`config.mk`:
```
export PLATFORM = sky130hd
export DESIGN_NAME = sync_bin_counter
export DESIGN_NICKNAME = d
export VERILOG_FILES = /design/src/rtl/cnt_pkg.sv /design/src/rtl/cnt_mode_dec.sv /design/src/rtl/cnt_state_reg.sv /design/src/rtl/cnt_term_det.sv /design/src/rtl/sync_bin_counter.sv
export SDC_FILE = /design/constraint.sdc
export NUM_CORES = 1
export LEC_CHECK = 0
export BUFFER_PORTS_ARGS = -buffer_cell sky130_fd_sc_hd__buf_4
export CAP_MARGIN = 40
export CORE_AREA = 2 2 39 41
export DETAILED_ROUTE_END_ITERATION = 8
export DIE_AREA = 0 0 41 43
export PLACE_DENSITY = 0.41
export SYNTH_ARGS = -nofsm -noshare
export SYNTH_HDL_FRONTEND = slang
export SYNTH_HIERARCHICAL = 1
export SYNTH_SLANG_ARGS = --single-unit
```
`constraint.sdc`:
```
create_clock -name clk -period 2.88 [get_ports clk]
set_input_delay 0.144 -clock clk [delete_from_list [all_inputs] [get_ports clk]]
set_output_delay 0.144 -clock clk [all_outputs]
set_load 0.01 [all_outputs]
```
`src/rtl/cnt_pkg.sv`:
```
// Package cnt_pkg
// Shared types for the presettable counter. The action encoding is
// internal to the block; no port carries it.
package cnt_pkg;
    typedef enum logic [1:0] {
        OP_CLEAR = 2'd0,
        OP_LOAD  = 2'd1,
        OP_COUNT = 2'd2,
        OP_HOLD  = 2'd3
    } cnt_op_e;
endpackage

```
`src/rtl/cnt_mode_dec.sv`:
```
// Module cnt_mode_dec
// Picks the action the next rising edge applies. Priority: clear, then
// load, then count (both enables high), then hold.
// Assumes: all control inputs are active at the same clock edge.
module cnt_mode_dec
    import cnt_pkg::*;
(
    input  logic    clear_n,
    input  logic    load_n,
    input  logic    en_p,
    input  logic    en_t,
    output cnt_op_e op
);
    // Priority decode of the four control inputs.
    always_comb begin
        if (!clear_n)
            op = OP_CLEAR;
        else if (!load_n)
            op = OP_LOAD;
        else if (en_p && en_t)
            op = OP_COUNT;
        else
            op = OP_HOLD;
    end
endmodule

```
`src/rtl/cnt_state_reg.sv`:
```
// Module cnt_state_reg
// Holds the count and applies the decoded action on each rising edge.
// Assumes: op is settled before the edge. There is no asynchronous
// path into the state.
module cnt_state_reg
    import cnt_pkg::*;
#(
    parameter int WIDTH = 4
) (
    input  logic             clk,
    input  cnt_op_e          op,
    input  logic [WIDTH-1:0] din,
    output logic [WIDTH-1:0] q
);
    localparam logic [WIDTH-1:0] STEP = {{(WIDTH-1){1'b0}}, 1'b1};

    logic [WIDTH-1:0] nxt;

    // Select the next count from the decoded action.
    always_comb begin
        unique case (op)
            OP_CLEAR: nxt = '0;
            OP_LOAD:  nxt = din;
            OP_COUNT: nxt = q + STEP;
            default:  nxt = q;
        endcase
    end

    // Update the count register on the rising edge.
    always_ff @(posedge clk) begin
        q <= nxt;
    end

    logic armed = 1'b0;
    // Enable the checks once the first edge has passed.
    always_ff @(posedge clk) begin
        armed <= 1'b1;
    end


    clear_zero_chk: assert property (@(posedge clk) disable iff (!armed)
        (op == OP_CLEAR) |=> (q == '0));

    load_take_chk: assert property (@(posedge clk) disable iff (!armed)
        (op == OP_LOAD) |=> (q == $past(din)));

    count_step_chk: assert property (@(posedge clk) disable iff (!armed)
        (op == OP_COUNT) |=> (q == $past(q) + STEP));

    hold_keep_chk: assert property (@(posedge clk) disable iff (!armed)
        (op == OP_HOLD) |=> $stable(q));
endmodule

```
`src/rtl/cnt_term_det.sv`:
```
// Module cnt_term_det
// Flags the all-ones count, gated only by the trickle enable, for
// same-cycle cascading into the next stage.
// Assumes: q comes straight from the state register.
module cnt_term_det #(
    parameter int WIDTH = 4
) (
    input  logic [WIDTH-1:0] q,
    input  logic             en_t,
    output logic             carry_out
);
    localparam logic [WIDTH-1:0] TOP = {WIDTH{1'b1}};

    // Combinational terminal-count flag.
    always_comb begin
        carry_out = en_t && (q == TOP);
    end
endmodule

```
`src/rtl/sync_bin_counter.sv`:
```
// Module sync_bin_counter
// Presettable synchronous up-counter with synchronous clear, parallel
// load, two count enables and a cascadable carry-out.
// Assumes: a single clock. clear_n can serve as the reset or be driven
// from a decode of q.
module sync_bin_counter
    import cnt_pkg::*;
#(
    parameter int WIDTH = 4
) (
    input  logic             clk,
    input  logic             clear_n,
    input  logic             load_n,
    input  logic             en_p,
    input  logic             en_t,
    input  logic [WIDTH-1:0] din,
    output logic [WIDTH-1:0] q,
    output logic             carry_out
);
    cnt_op_e op;

    cnt_mode_dec u_dec (
        .clear_n (clear_n),
        .load_n  (load_n),
        .en_p    (en_p),
        .en_t    (en_t),
        .op      (op)
    );

    cnt_state_reg #(.WIDTH(WIDTH)) u_reg (
        .clk (clk),
        .op  (op),
        .din (din),
        .q   (q)
    );

    cnt_term_det #(.WIDTH(WIDTH)) u_term (
        .q         (q),
        .en_t      (en_t),
        .carry_out (carry_out)
    );

    logic armed = 1'b0;
    // Enable the checks once the first edge has passed.
    always_ff @(posedge clk) begin
        armed <= 1'b1;
    end


    wrap_zero_chk: assert property (@(posedge clk) disable iff (!armed)
        (clear_n && load_n && en_p && carry_out) |=> (q == '0));
endmodule

```
==> metrics.csv, run 1 <==
metric;value;unit
r2r-start;u_reg/q[0]$_DFFE_PP_;
arrival;1.54;ns
fillers;164;
slowest_delay;0.39;ns
cts_tree;yes;
internal_power;139;uW
p_switching;47.9;uW
antenna_found_initial;0;
power_leakage;0.000205;uW
grt_pass1_wl;1.13;mm
power.share.switching;0.257;
drt-total-wl;687;um
cts-root-buf;clkbuf_4;
critPathLaunch;en_p;
peakVddDrop;0.246;mV
die_x;41;um
fin_nets;61;
seqCellArea;120;um^2
placed_area;414;um^2
ctsHoldBuffers;0;
reg_top3;u_reg/q: 4 flops;
worstPathRequired;2.95;ns
numPortBuffers;13;
yosys.area.top_type;edfxtp_1;
grt_use_total;0.0998;
fmax;0.684;GHz
drive_gt1_frac;0.370;
initial_utilization;0.214;
largest_reg_flops;4;
via_per_inst;4.63;
htreeDepth;1;
yosys-top-cells-count;4 x edfxtp_1, 4 x ha_1, 4 x inv_1, 3 x nor2_1;
n_antenna_cell;0;
path_buf_inv;2;
synth.distinct_cells;16;
pwr-share-clk;0.387;
vias;287;
io_pins;14;
maxCapViolCount;0;
cts_setup_buffers;0;
slew_violations;0;
syn-num-nets;43;
grt-ovfl-total;0;
finClkSkew;0.0000993;ns
routedWlPerCell;11.1;um
ys_warn_count;6;
reg2reg_setup_slack;1.57;ns
multi_input_area;161;um^2
grt_pass1_vias;255;
critical_path.cell_chain;buf_4, a31oi_1, inv_1, ha_1, or3b_1, o211ai_1;
synth_async_sr_flop_share;0;
die_y;43;um
final-setup-viol-count;0;
setup_slack;1.42;ns
yosys.area.top_type_share;0.405;
avgSynthCellArea;9.88;um^2
grt_max_degree;7;
ys_top_cells_by_area;edfxtp_1 41%, ha_1 17%, a22oi_1 5.1%, inv_1 5.1%, nor2_1 3.8%;
path_max_fanout;6;
finalHoldViolCount;0;
worst-setup-path-type;in -> reg;
power_frac_seq;0.406;
crit_family;compound AO/OA/AOI/OAI gates;
drt_pass1_iterations;4;
area_growth;47.3;%
worstSetupStartpointType;primary input;
crit_slowest_cell;or3b_1;
ys_seq_area_frac;0.405;
synth_cells;30;
die_area;1760;um^2
r2r_end;u_reg/q[2]$_DFFE_PP_;
hpwl;536;um
drtIter0Drc;9;
postRouteAntennaNets;0;
hold_depth;3;
holdPathEnd;u_reg/q[1]$_DFFE_PP_;
rsz0062_at_grt;no;
hold_start;din[1];
combPwrFrac;0.207;
coreArea;1380;um^2
finalCritPeriodShare;0.508;
largest_register;u_reg/q;
period_minus_slack;1.46;ns
dpl_worst_slack;1.15;ns
final_area;437;um^2
place_congestion;0.692;
clk_path_buf_depth;2;
netlist_area;297;um^2
clock-sinks;4;
finalSetupTns;0;ns
cts_buffers;3;
hp-class;in -> reg;
synth_edf_count;4;
cp-end-kind;flop;
clkLatencyLatePin;0.24;ns
worst_pin_slew;0.285;ns
drc;0;
cts.reportedPaths.clkPinSlew;0.04;ns
cts_resized;0;
yosys_most_used_dff;edfxtp_1;
max_slew_margin;0.809;
synth-seq-cells;4;
power.density;428;nW/um^2
ff2ff_path_depth;4;
rows;14;
status;finished clean;
## cell families (layout without fill, tap and decap cells)
group / count (synthesis) / in the layout / synth area share
AO/OA/AOI/OAI: 5 / 5 / 0.114
XOR/XNOR: 1 / 1 / 0.0295
adder cells (fa/ha/maj): 4 / 4 / 0.169
buffers and inverters: 4 / 20 / 0.0506
flip-flops: 4 / 4 / 0.405
AND/OR/NAND/NOR: 12 / 12 / 0.232
## power by group through the flow
stage	registers, uW	logic, uW	clock network (uW)
2_1_floorplan	78.2	16.3	0
3_3_place_gp	76.8	38.0	0
3_5_place_dp	77.2	39.0	0
4_1_cts	76.2	39.3	74.7
5_1_grt	76.5	43.9	82.1
6_report	75.9	38.6	72.2
## routing by layer
layer / vias to the layer above / global-route usage / wire length, um
met3: 0 / 0.0681 / 93
met5: - / 0 / 0
met4: 0 / 0.0400 / 0
met2: 15 / 0.134 / 310
met1: 131 / 0.121 / 283
li1: 141 / - / -
## through the flow
stage	std cells	hold WS (ns)	util	power, uW
after floorplan	30	0.368	-	94.5
after global placement	59	0.458	0.299	115
after detailed placement	59	0.475	0.299	116
after CTS	62	0.227	0.316	190
after global routing	62	0.244	0.316	203
final	62	0.238	0.316	187
## area by class of cell
class                      count  share of cell area
timing repair buffer          13               0.223
multi-input combinational     22               0.370
inverter                       4              0.0344
tap                           16              0.0458
sequential                     4               0.275
clock buffer                   3              0.0516
## worst min-delay path: stages
cell     delay, ns
buf_4         0.08
a22oi_1       0.05
nor2_1        0.09
## worst max path at each step
stage                                end  slack (ns)  cells past startpoint
floorplan           u_reg/q[3]$_DFFE_PP_        1.43                      5
global placement    u_reg/q[3]$_DFFE_PP_        1.24                      6
detailed placement  u_reg/q[3]$_DFFE_PP_        1.15                      6
CTS                 u_reg/q[3]$_DFFE_PP_        1.40                      6
global route        u_reg/q[3]$_DFFE_PP_        1.38                      6
finish              u_reg/q[3]$_DFFE_PP_        1.42                      6
## placed cells by master (no fill, tap or decap)
cell / count
buf_4: 13
inv_1: 4
ha_1: 4
edfxtp_1: 4
clkbuf_4: 3
nor2_1: 3
nand2_1: 2
nand3_1: 2
a22oi_1: 2
a31oi_1: 1
and2_2: 1
or2b_1: 1
a21oi_1: 1
or3b_1: 1
nand3b_1: 1
nand4b_1: 1
o211ai_1: 1
xor2_1: 1
Power figures use the tool's default switching activity.
==> run 2, diff against run 1 <==
==> constraint.sdc (replaced) <==
create_clock -name clk -period 1.45 [get_ports clk]
set_input_delay 0.0725 -clock clk [delete_from_list [all_inputs] [get_ports clk]]
set_output_delay 0.0725 -clock clk [all_outputs]
set_load 0.01 [all_outputs]
==> metrics.csv, run 2 (synthesis gave the netlist of run 1 again) <==
metric;value;unit
status;finished clean;
cts-root-buf;clkbuf_4;
max_slew_margin;0.879;
clk_path_buf_depth;2;
top_usage_layer;met2;
fin_nets;64;
grt_use_total;0.108;
area_growth;54.9;%
initial_utilization;0.214;
grt-ovfl-total;0;
peakVddDrop;0.248;mV
numPortBuffers;13;
fmax;0.796;GHz
routedWlPerCell;10.6;um
layout_commonest_cell;buf_4;
ctsHoldBuffers;0;
crit_family;flip-flops;
drive_gt1_frac;0.408;
finalSetupTns;0;ns
use_met3;0.0314;
arrival;1.24;ns
cts_setup_buffers;0;
die_y;43;um
antenna_found_initial;0;
drc;0;
cts_tree;yes;
critical_path.cell_chain;ha_1, xor2_1, a22oi_1, nor2_1;
power.density;817;nW/um^2
grt_pass1_vias;288;
hp-class;in -> reg;
cts_buffers;3;
cts.reportedPaths.clkPinSlew;0.04;ns
finClkSkew;0.000467;ns
finalHoldViolCount;0;
place_congestion;0.693;
worst_pin_slew;0.180;ns
rows;14;
final-setup-viol-count;0;
die_x;41;um
cts_resized;0;
die_area;1760;um^2
cp-end-kind;flop;
holdWs;0.165;ns
largest_reg_flops;4;
grt_pass1_wl;1.19;mm
critPathLaunch;u_reg/q[1]$_DFFE_PP_;
layout_common_cells;16 x buf_4, 4 x inv_1, 4 x ha_1, 4 x edfxtp_1;
crit_slowest_cell;edfxtp_1;
rsz0062_at_grt;no;
path_buf_inv;0;
vias;276;
clkLatencyLatePin;0.23;ns
finalCritPeriodShare;0.866;
hold_start;din[1];
largest_register;u_reg/q;
period_minus_slack;1.26;ns
worstPathRequired;1.43;ns
fillers;147;
io_pins;14;
postRouteAntennaNets;0;
reg2reg_setup_slack;0.19;ns
slew_violations;0;
r2r-start;u_reg/q[1]$_DFFE_PP_;
htreeDepth;1;
drt_pass1_iterations;2;
slowest_delay;0.42;ns
power_leakage;0.000220;uW
n_antenna_cell;0;
maxCapViolCount;0;
coreArea;1380;um^2
drtIter0Drc;3;
worstSetupStartpointType;flop;
grtUsageMet1;0.120;
use_met2;0.144;
drt-total-wl;686;um
grt_max_degree;6;
clock-sinks;4;
post_layout_nonfiller_instances;65;
reg_top3;u_reg/q: 4 flops;
path_max_fanout;4;
via_per_inst;4.25;
worst-setup-path-type;reg -> reg;
dp_cells;62;
## run 2: cell count changes in the layout (fill, tap and decap cells not counted), sizes merged
| cell | delta |
|---|---|
| buf | +3 |
## run 2: layer usage
metal / routed length (um) / vias up / part of all wire
li1: - / 146 / -
met1: 279 / 118 / 0.41
met2: 337 / 10 / 0.49
met3: 60 / 2 / 0.087
met4: 8 / 0 / 0.012
met5: 0 / - / 0
## run 2: worst min-delay path: cells and delay by family
kind                   cells  cell delay (ns)
AND/OR/NAND/NOR            1             0.09
buffers and inverters      1             0.07
AO/OA/AOI/OAI              1             0.05
## run 2: area by class of cell
type	instances	area, um^2	area share
Tap cell	16	20.0	0.0436
Sequential cell	4	120	0.262
Multi-Input combinational cell	22	161	0.351
Inverter	4	15.0	0.0327
Clock buffer	3	22.5	0.0490
Timing Repair Buffer	16	120	0.262
## run 2: final timing paths
path | to | depth (start not counted)
max reg2reg | u_reg/q[2]$_DFFE_PP_ | 4
min | u_reg/q[1]$_DFFE_PP_ | 3
min reg2reg | u_reg/q[3]$_DFFE_PP_ | 2
max | u_reg/q[2]$_DFFE_PP_ | 4
## run 2: power by group
group	switching [uW]	internal, uW
logic	37.0	50.9
clock network	46.0	92.6
registers	8.90	140
## run 2: metrics by stage
stage / instance area (um^2) / worst slack (ns) / total power (uW) / utilization
2_1_floorplan: 297 / 0.0674 / 188 / -
3_3_place_gp: 437 / 0.0226 / 239 / 0.316
3_5_place_dp: 437 / 0.0182 / 240 / 0.316
4_1_cts: 459 / 0.180 / 385 / 0.332
5_1_grt: 459 / 0.144 / 405 / 0.332
6_report: 459 / 0.194 / 375 / 0.332
